[config.mk]
export PLATFORM = sky130hd
export DESIGN_NAME = pwm_bank
export DESIGN_NICKNAME = d
export VERILOG_FILES = /design/src/rtl/pwm_pkg.sv /design/src/rtl/pwm_regs.sv /design/src/rtl/pwm_timebase.sv /design/src/rtl/pwm_cmp.sv /design/src/rtl/pwm_bank.sv
export SDC_FILE = /design/constraint.sdc
export NUM_CORES = 1
export LEC_CHECK = 0
export ABC_AREA = 1
export CAP_MARGIN = 10
export CORE_MARGIN = 4
export CORE_UTILIZATION = 45
export CTS_CLUSTER_DIAMETER = 150
export DETAILED_ROUTE_END_ITERATION = 7
export HOLD_SLACK_MARGIN = 0.08
export SLEW_MARGIN = 0
export SYNTH_ARGS = -nofsm -noshare
export SYNTH_HDL_FRONTEND = slang
export SYNTH_SLANG_ARGS = --single-unit
[constraint.sdc]
create_clock -name clk -period 2.78 [get_ports clk]
set_input_delay 0.556 -clock clk [delete_from_list [all_inputs] [get_ports clk]]
set_output_delay 0.556 -clock clk [all_outputs]
set_load 0.05 [all_outputs]
[src/rtl/pwm_pkg.sv]
package pwm_pkg;
  localparam int PWM_CNT_W    = 8;
  localparam int PWM_PS_W     = 8;
  localparam int PWM_ADDR_W   = 8;
  localparam int PWM_DATA_W   = 16;
  localparam int PWM_NUM_CH   = 4;
  // register map
  localparam int CTRL_ADDR    = 'h50;
  localparam int DUTY_BASE    = 'h00;
  localparam int DUTY_STRIDE  = 4;
  // control word fields
  localparam int EN_BIT       = 9;
  localparam int PS_LO_LSB    = 0;
  localparam int PS_HI_LSB    = 11;
endpackage

[src/rtl/pwm_regs.sv]
module pwm_regs
  import pwm_pkg::*;
#(
  parameter int NUM_CH = PWM_NUM_CH,
  parameter int CNT_W  = PWM_CNT_W,
  parameter int PS_W   = PWM_PS_W,
  parameter int ADDR_W = PWM_ADDR_W,
  parameter int DATA_W = PWM_DATA_W
) (
  input  logic                         clk,
  input  logic                         rst_n,
  input  logic                         wr_valid,
  input  logic [ADDR_W-1:0]            wr_addr,
  input  logic [DATA_W-1:0]            wr_data,
  input  logic                         wrap,
  output logic                         en_q,
  output logic [PS_W-1:0]              ps_act,
  output logic [NUM_CH-1:0][CNT_W-1:0] duty_act
);
  localparam int HALF = PS_W / 2;

  logic                         ctrl_hit;
  logic                         en_d;
  logic                         load;
  logic [PS_W-1:0]              ps_sh_q, ps_sh_d;
  logic [NUM_CH-1:0][CNT_W-1:0] duty_sh_q, duty_sh_d;
  logic                         data_unused;

  assign data_unused = ^wr_data;
  assign ctrl_hit    = wr_valid && (wr_addr == ADDR_W'(CTRL_ADDR));

  always_comb begin
    en_d    = en_q;
    ps_sh_d = ps_sh_q;
    if (ctrl_hit) begin
      en_d    = wr_data[EN_BIT];
      ps_sh_d = {wr_data[PS_HI_LSB +: HALF], wr_data[PS_LO_LSB +: HALF]};
    end
  end

  for (genvar g = 0; g < NUM_CH; g++) begin : g_duty
    logic hit;
    assign hit = wr_valid && (wr_addr == ADDR_W'(DUTY_BASE + g * DUTY_STRIDE));
    always_comb duty_sh_d[g] = hit ? wr_data[CNT_W-1:0] : duty_sh_q[g];
  end

  // copy shadow to active while idle or at the end of a period
  assign load = !en_q || wrap;

  always_ff @(posedge clk or negedge rst_n) begin
    if (!rst_n) begin
      en_q      <= 1'b0;
      ps_sh_q   <= '0;
      duty_sh_q <= '0;
    end else begin
      en_q      <= en_d;
      ps_sh_q   <= ps_sh_d;
      duty_sh_q <= duty_sh_d;
    end
  end

  always_ff @(posedge clk or negedge rst_n) begin
    if (!rst_n) begin
      ps_act   <= '0;
      duty_act <= '0;
    end else if (load) begin
      ps_act   <= ps_sh_d;
      duty_act <= duty_sh_d;
    end
  end
endmodule

[src/rtl/pwm_timebase.sv]
module pwm_timebase
  import pwm_pkg::*;
#(
  parameter int CNT_W = PWM_CNT_W,
  parameter int PS_W  = PWM_PS_W
) (
  input  logic             clk,
  input  logic             rst_n,
  input  logic             en,
  input  logic [PS_W-1:0]  ps_act,
  output logic [CNT_W-1:0] cnt_q,
  output logic             tick,
  output logic             wrap
);
  logic [PS_W-1:0]  pre_q, pre_d;
  logic [CNT_W-1:0] cnt_d;
  logic             cnt_ce;

  assign tick   = en && (pre_q == ps_act);
  assign wrap   = tick && (cnt_q == {CNT_W{1'b1}});
  assign cnt_ce = tick || !en;

  always_comb begin
    if (!en)       pre_d = '0;
    else if (tick) pre_d = '0;
    else           pre_d = pre_q + 1'b1;
    cnt_d = en ? cnt_q + 1'b1 : '0;
  end

  always_ff @(posedge clk or negedge rst_n) begin
    if (!rst_n) pre_q <= '0;
    else        pre_q <= pre_d;
  end

  always_ff @(posedge clk or negedge rst_n) begin
    if (!rst_n)      cnt_q <= '0;
    else if (cnt_ce) cnt_q <= cnt_d;
  end
endmodule

[src/rtl/pwm_cmp.sv]
module pwm_cmp
  import pwm_pkg::*;
#(
  parameter int CNT_W = PWM_CNT_W
) (
  input  logic             en,
  input  logic [CNT_W-1:0] cnt,
  input  logic [CNT_W-1:0] duty,
  output logic             out
);
  assign out = en && (cnt <= duty);
endmodule

[src/rtl/pwm_bank.sv]
module pwm_bank
  import pwm_pkg::*;
#(
  parameter int NUM_CH = PWM_NUM_CH,
  parameter int CNT_W  = PWM_CNT_W,
  parameter int PS_W   = PWM_PS_W,
  parameter int ADDR_W = PWM_ADDR_W,
  parameter int DATA_W = PWM_DATA_W
) (
  input  logic              clk,
  input  logic              rst_n,
  input  logic              wr_valid,
  input  logic [ADDR_W-1:0] wr_addr,
  input  logic [DATA_W-1:0] wr_data,
  output logic [NUM_CH-1:0] pwm_out
);
  logic                         en_q;
  logic                         tick;
  logic                         wrap;
  logic [CNT_W-1:0]             cnt_q;
  logic [PS_W-1:0]              ps_act;
  logic [NUM_CH-1:0][CNT_W-1:0] duty_act;

  pwm_regs #(
    .NUM_CH(NUM_CH), .CNT_W(CNT_W), .PS_W(PS_W),
    .ADDR_W(ADDR_W), .DATA_W(DATA_W)
  ) u_regs (
    .clk(clk), .rst_n(rst_n), .wr_valid(wr_valid), .wr_addr(wr_addr),
    .wr_data(wr_data), .wrap(wrap), .en_q(en_q), .ps_act(ps_act),
    .duty_act(duty_act)
  );

  pwm_timebase #(.CNT_W(CNT_W), .PS_W(PS_W)) u_time (
    .clk(clk), .rst_n(rst_n), .en(en_q), .ps_act(ps_act),
    .cnt_q(cnt_q), .tick(tick), .wrap(wrap)
  );

  for (genvar g = 0; g < NUM_CH; g++) begin : g_ch
    pwm_cmp #(.CNT_W(CNT_W)) u_cmp (
      .en(en_q), .cnt(cnt_q), .duty(duty_act[g]), .out(pwm_out[g])
    );
  end
endmodule

**Word level (Yosys, flattened, before mapping)**

Cells that the tools add are included.
Widths: inputs -> output; s select.

- Memories kept: 0
- ROM bits: 0
- Output and inout bits: 4
- Bits in registers: 97
- RAM bits: 0
- Bits in latches: 0
- Logic and storage cells: 48

- Shift operators: 0
- Reductions and logical operators: 15
- $lt $le $gt $ge: 4
- Bitwise operators: 0
- Equal/unequal tests: 6
- Multipliers: 0
- Divide/modulo/power cells: 0
- Add/sub/neg operators: 2
- Multiplexer cells: 8

Operators by type and width:

| cell | number |
|---|---|
| $mux 8 | 8 |
| $le 8x8->1 | 4 |
| $add 8x1->8 const B | 2 |
| $eq 8x4->1 const B | 2 |
| $logic_and 1x1->1 | 11 |
| $eq 8x3->1 const B | 1 |
| $eq 8x7->1 const B | 1 |
| $eq 8x8->1 | 1 |
| $eq 8x8->1 const B | 1 |
| $logic_not 8->1 | 1 |
| $logic_or 1x1->1 | 2 |
| $logic_not 1->1 | 1 |

**Depth between registers and ports, before layout**

- Depth in word-level cells: 4
- Depth in mapped cells: 10
- Gate-level depth less buffers: 9

**Cells and area by module**

From an unflattened synthesis, not the netlist that was laid out.

- Cells, all modules: 734
- Area total of the unflattened synthesis: 5592.9 um2

Modules (own cells, without submodules):

| module | cells each | instances | seq. area each (um2) | area an instance (um2) |
|---|---|---|---|---|
| pwm_regs | 417 | 1 | 2026.9 | 3570.9 |
| pwm_timebase | 169 | 1 | 400.4 | 1136.1 |
| pwm_cmp | 37 | 4 | 0.0 | 221.5 |

**Least setup slack after synthesis**

No wires, ideal clock.

- Kind: register -> output
- Start point: register u_time.cnt_q[3]
- End point: output port pwm_out[0]
- Data arrival time: 1.369 ns
- Setup slack: 0.855 ns
- Data required time: 2.224 ns
- Buffers on the path: 1
- Cell stages (with the launch flop): 8
- Cell sequence: dfrtp_1 > ha_1 > a21oi_1 > o21ai_0 > nand2_1 > nand2_1 > a21oi_1 > buf_4

- Cells in the longest elaborated chain, start to end: 2

RTL lines:

| what | RTL line | source |
|---|---|---|
| start: declaration | pwm_timebase.sv:11 | `output logic [CNT_W-1:0] cnt_q,` |
| start signal: assignment | pwm_timebase.sv:37 | `else if (cnt_ce) cnt_q <= cnt_d;` |
| $le 8x8->1 | pwm_cmp.sv:11 | `assign out = en && (cnt <= duty);` |
| $logic_and 1x1->1 | pwm_cmp.sv:11 |  |
| end: declaration | pwm_bank.sv:15 | `output logic [NUM_CH-1:0] pwm_out` |

No other way between the ends.

**Worst setup path after layout**

- Start point: register u_time.cnt_q[3]
- End point: output port pwm_out[3]

The elaborated chain is that of the path after synthesis.

==> results.md <==
STA:
- Setup violations remaining at the end of the flow were counted as 0.
- Setup repair after global routing left no endpoint under its margin.
- The largest clock skew in the final design is 0.006735 ns.
- The accumulated negative setup slack is 0 ns.
- The final count of pins violating max slew came to 0.
- The slew at the pin with the worst max-slew slack is 0.5412 ns.
- The final number of hold-violating endpoints is 0.
- Based on the critical path, the design can be clocked at up to 378.1 MHz.
- The minimum period implied by the final worst setup slack is 2.645 ns.
- Of the available clock period, the critical path in the final layout requires 95.15%.
- The worst pin sits at a relative slew slack of 63.92%.

Synth:
- By instance count, the leading cell after synthesis is nand2_1.
- The net count after synthesis is 680.
- The cell taking the most area after synthesis is dfrtp_1.
- For this run, the number of Yosys warnings is 0.
- The synthesized design contains 0 enable-type register cells.
- After synthesis, the cell types taking the most area are dfrtp_1 47%, nand2_1 11%, nand3_1 11%.
- Synthesis handed over a netlist of 619 instances.
- Synthesis inferred 97 register bits.
- The most frequently used flop master after synthesis is dfrtp_1.
- The commonest cells after synthesis are 158 x nand2_1, 114 x nand3_1, 97 x dfrtp_1.
- The proportion of synthesized flip-flops having asynchronous set or reset is 100.0%.
- The cell area that synthesis handed to floorplanning was 5165 sq um.
- Summed over its instances, the top area cell type makes up 47.00% of the synthesized netlist area.
- For this run, the register share of the synthesized area comes to 47.00%.
- The average instance in the mapped netlist occupies 8.344 sq um.
- The count of different cell masters after synthesis is 27.

Global route:
- The total congestion overflow after global routing is 0.
- The initial antenna violation count came to 0.
- The first global-routing pass estimated 19630 um of wire.
- The via count of the first global-routing pass is 4011.
- Entering global routing, the biggest net connects 59 pins.
- Across every metal layer, demand over resource in global routing totals 18.84%.

Clock network:
- In this run the deepest clock path goes through 2 buffers.
- CTS placed an instance of clkbuf_16 at the clock tree root.
- The clock drives 97 sinks.
- The H-tree was split into 3 levels.
- The clock edge transition at the registers on the reported setup and hold paths is 0.06 ns.
- Buffers inserted during clock tree synthesis total 9.
- The insertion delay of the later-clocked pin in the worst-skew pair is 0.34 ns.
- The clock tree from TritonCTS is yes.

Worst setup path:
- The data required time of the worst path is 2.22 ns.
- The peak fanout along the critical path is 8.
- Measured in cells, the most critical reg-to-reg path has a length of 8.
- The capturing element type of the critical path is an output port.
- The classification of the worst setup path is flop to output port.
- The startpoint of the most critical setup path is u_time.cnt_q[3].
- The kind of start point of the critical path is a flop.
- The reg-to-reg endpoint is u_regs.duty_act[22].
- The worst setup path endpoint is pwm_out[3].
- The startpoint of the most critical register-to-register path is u_time.cnt_q[1].
- The worst-case register-to-register setup slack is 0.81 ns.
- The arrival time of the worst setup path is 2.09 ns.

Floorplanning:
- The full die area is 13260 sq um.
- The starting utilization of the core area is 46.82%.
- After floorplanning, the core was divided into 38 placement rows.
- The die is 115.1 um tall.
- The number of placed I/O pins is 31.
- The horizontal extent of the die is 115.1 um.
- The area of the core is 11030 sq um.

Cells and area:
- The number of fill cells in the layout is 1055.
- At the end of the flow, the number of nets in the layout was 696.
- Across the whole layout, storage elements account for 2427 sq um.
- From synthesis to final layout, the design area changed by 13.23%.
- For this run, the share of the core covered by cells in the final layout is 53.02%.
- The repair_antennas step left the layout with diodes totalling 0.
- The area of combinational cells with multiple inputs is 2312 sq um.
- Cells with a size suffix above 1 make up 8.125% of the layout.
- The count of cells in the finished layout, fillers not included, comes to 780.

Run:
- The number of maximum-capacitance violations is 0.

Run status:
- The run finished with clean final reports.

Detailed routing:
- The first detailed-routing pass ran for 4 iterations.
- The detailed router finished its first iteration with 219 violations.
- The final antenna-violating net count is 0.
- The highest layer touched by signal routing is met4.
- The detailed-route DRC error count is 0.
- In the detailed route, the total length drawn on met3 is 507 um.
- Detailed routing placed a total of 5515 um of wire on met2.
- The total number of vias is 4012.
- For this block, the routed nets add up to 11560 um of wire.
- The detailed router put a total of 5401 um of wire on met1.
- Dividing the detail-routed via count by the number of cells gives 5.144.
- After detailed routing, the average wire length per cell comes to 14.82 um.

Placed design:
- The half-perimeter wire length after detailed placement is 8127 um.
- The number of instances in the placed design is 764.
- The routability congestion estimate from global placement is 0.8069.
- Input and output buffers added on the ports amount to 27.

Pwr:
- The worst ir drop on vdd is 0.3711 mV.
- In this run the power density over the cells is 531.6 nW/um^2.
- Summed over all cells, the static leakage comes to 3.076 nW.

Min path:
- The path category of the worst min-delay check is input port to async pin.
-- cell usage in the layout (no fill, tap or decap), drive strengths merged --
cell type and count:
nand2 165, nand3 115, dfrtp 97, inv 69
ha 34, nor2 31, o21ai 30, clkdlybuf4s50 22
a21oi 22, buf 13, clkbuf 12, xnor2 7
nand4 7, nor3 4, o21a 4, xor2 3
a21o 1, mux2 1, bufinv 1, clkinvlp 1
clkinv 1
-- cell families after synthesis --
| kind of cell | synth area share (%) |
|---|---|
| AO/OA/AOI/OAI | 6.347 |
| XOR/XNOR | 1.696 |
| adder cells (fa/ha/maj) | 8.236 |
| buffers and inverters | 8.382 |
| flip-flops | 47.00 |
| multiplexers | 0.2180 |
| AND/OR/NAND/NOR | 28.13 |
-- cell type report --
cell class,instances,share of cell area (%)
Tap cell,140,2.995
Clock buffer,12,4.215
Sequential cell,97,41.51
Inverter,68,4.365
Timing Repair Buffer,35,6.504
Clock inverter,4,0.8772
Multi-Input combinational cell,424,39.54
-- power breakdown --
group          switching (mW)  internal (mW)
clock network           0.523          0.724
logic                   0.231          0.133
registers              0.0277           1.47
total                   0.781           2.33
-- sequential cells by signal, indices dropped and copies added (netlist names) --
register / count
u_regs.en_q: 1
u_time.pre_q: 8
u_regs.duty_act: 32
u_regs.ps_act: 8
u_regs.ps_sh_q: 8
u_regs.duty_sh_q: 32
u_time.cnt_q: 8
-- worst max-delay path, stage by stage, from the launching register on --
cell and delay (ns):
dfrtp_1 0.51, ha_1 0.36, a21oi_1 0.17, o21ai_0 0.12, nand2_1 0.07, nand2_1 0.04, a21oi_1 0.29, buf_12 0.19
-- how the worst min path moves through the flow --
stage,startpoint,end,slack (ns),depth (start not counted)
floorplan,rst_n,u_regs.duty_act[0],0.26,0
global placement,u_regs.duty_sh_q[10],u_regs.duty_sh_q[10],0.45,2
detailed placement,u_regs.duty_sh_q[10],u_regs.duty_sh_q[10],0.46,2
CTS,rst_n,u_time.cnt_q[6],0.21,1
global route,rst_n,u_time.cnt_q[6],0.23,1
finish,rst_n,u_time.cnt_q[6],0.19,1
-- metrics by stage --
step	area (sq um)	hold WS [ns]	power, mW	setup slack [ns]
after floorplan	5165	0.2604	1.741	0.8551
after global routing	5848	0.2291	3.253	0.002019
after global placement	5547	0.4549	1.882	0.4882
after CTS	5844	0.2089	3.146	0.08565
final	5848	0.1905	3.109	0.1349
after detailed placement	5547	0.4608	1.891	0.4571
-- metal layers --
metal / track usage (%) / vias up
met5: 0 / -
met4: 4.147 / 0
met3: 4.158 / 12
met2: 31.56 / 61
met1: 25.15 / 1898
li1: - / 2041
-- repair_timing --
item / in CTS / in global routing
hold buffers: 0 / 0
endpoints found under the setup margin: 0 / 1
hold endpoints to repair: 0 / 0
setup buffers: 0 / 0
resized for setup: 0 / 1
Power figures use the tool's default switching activity.
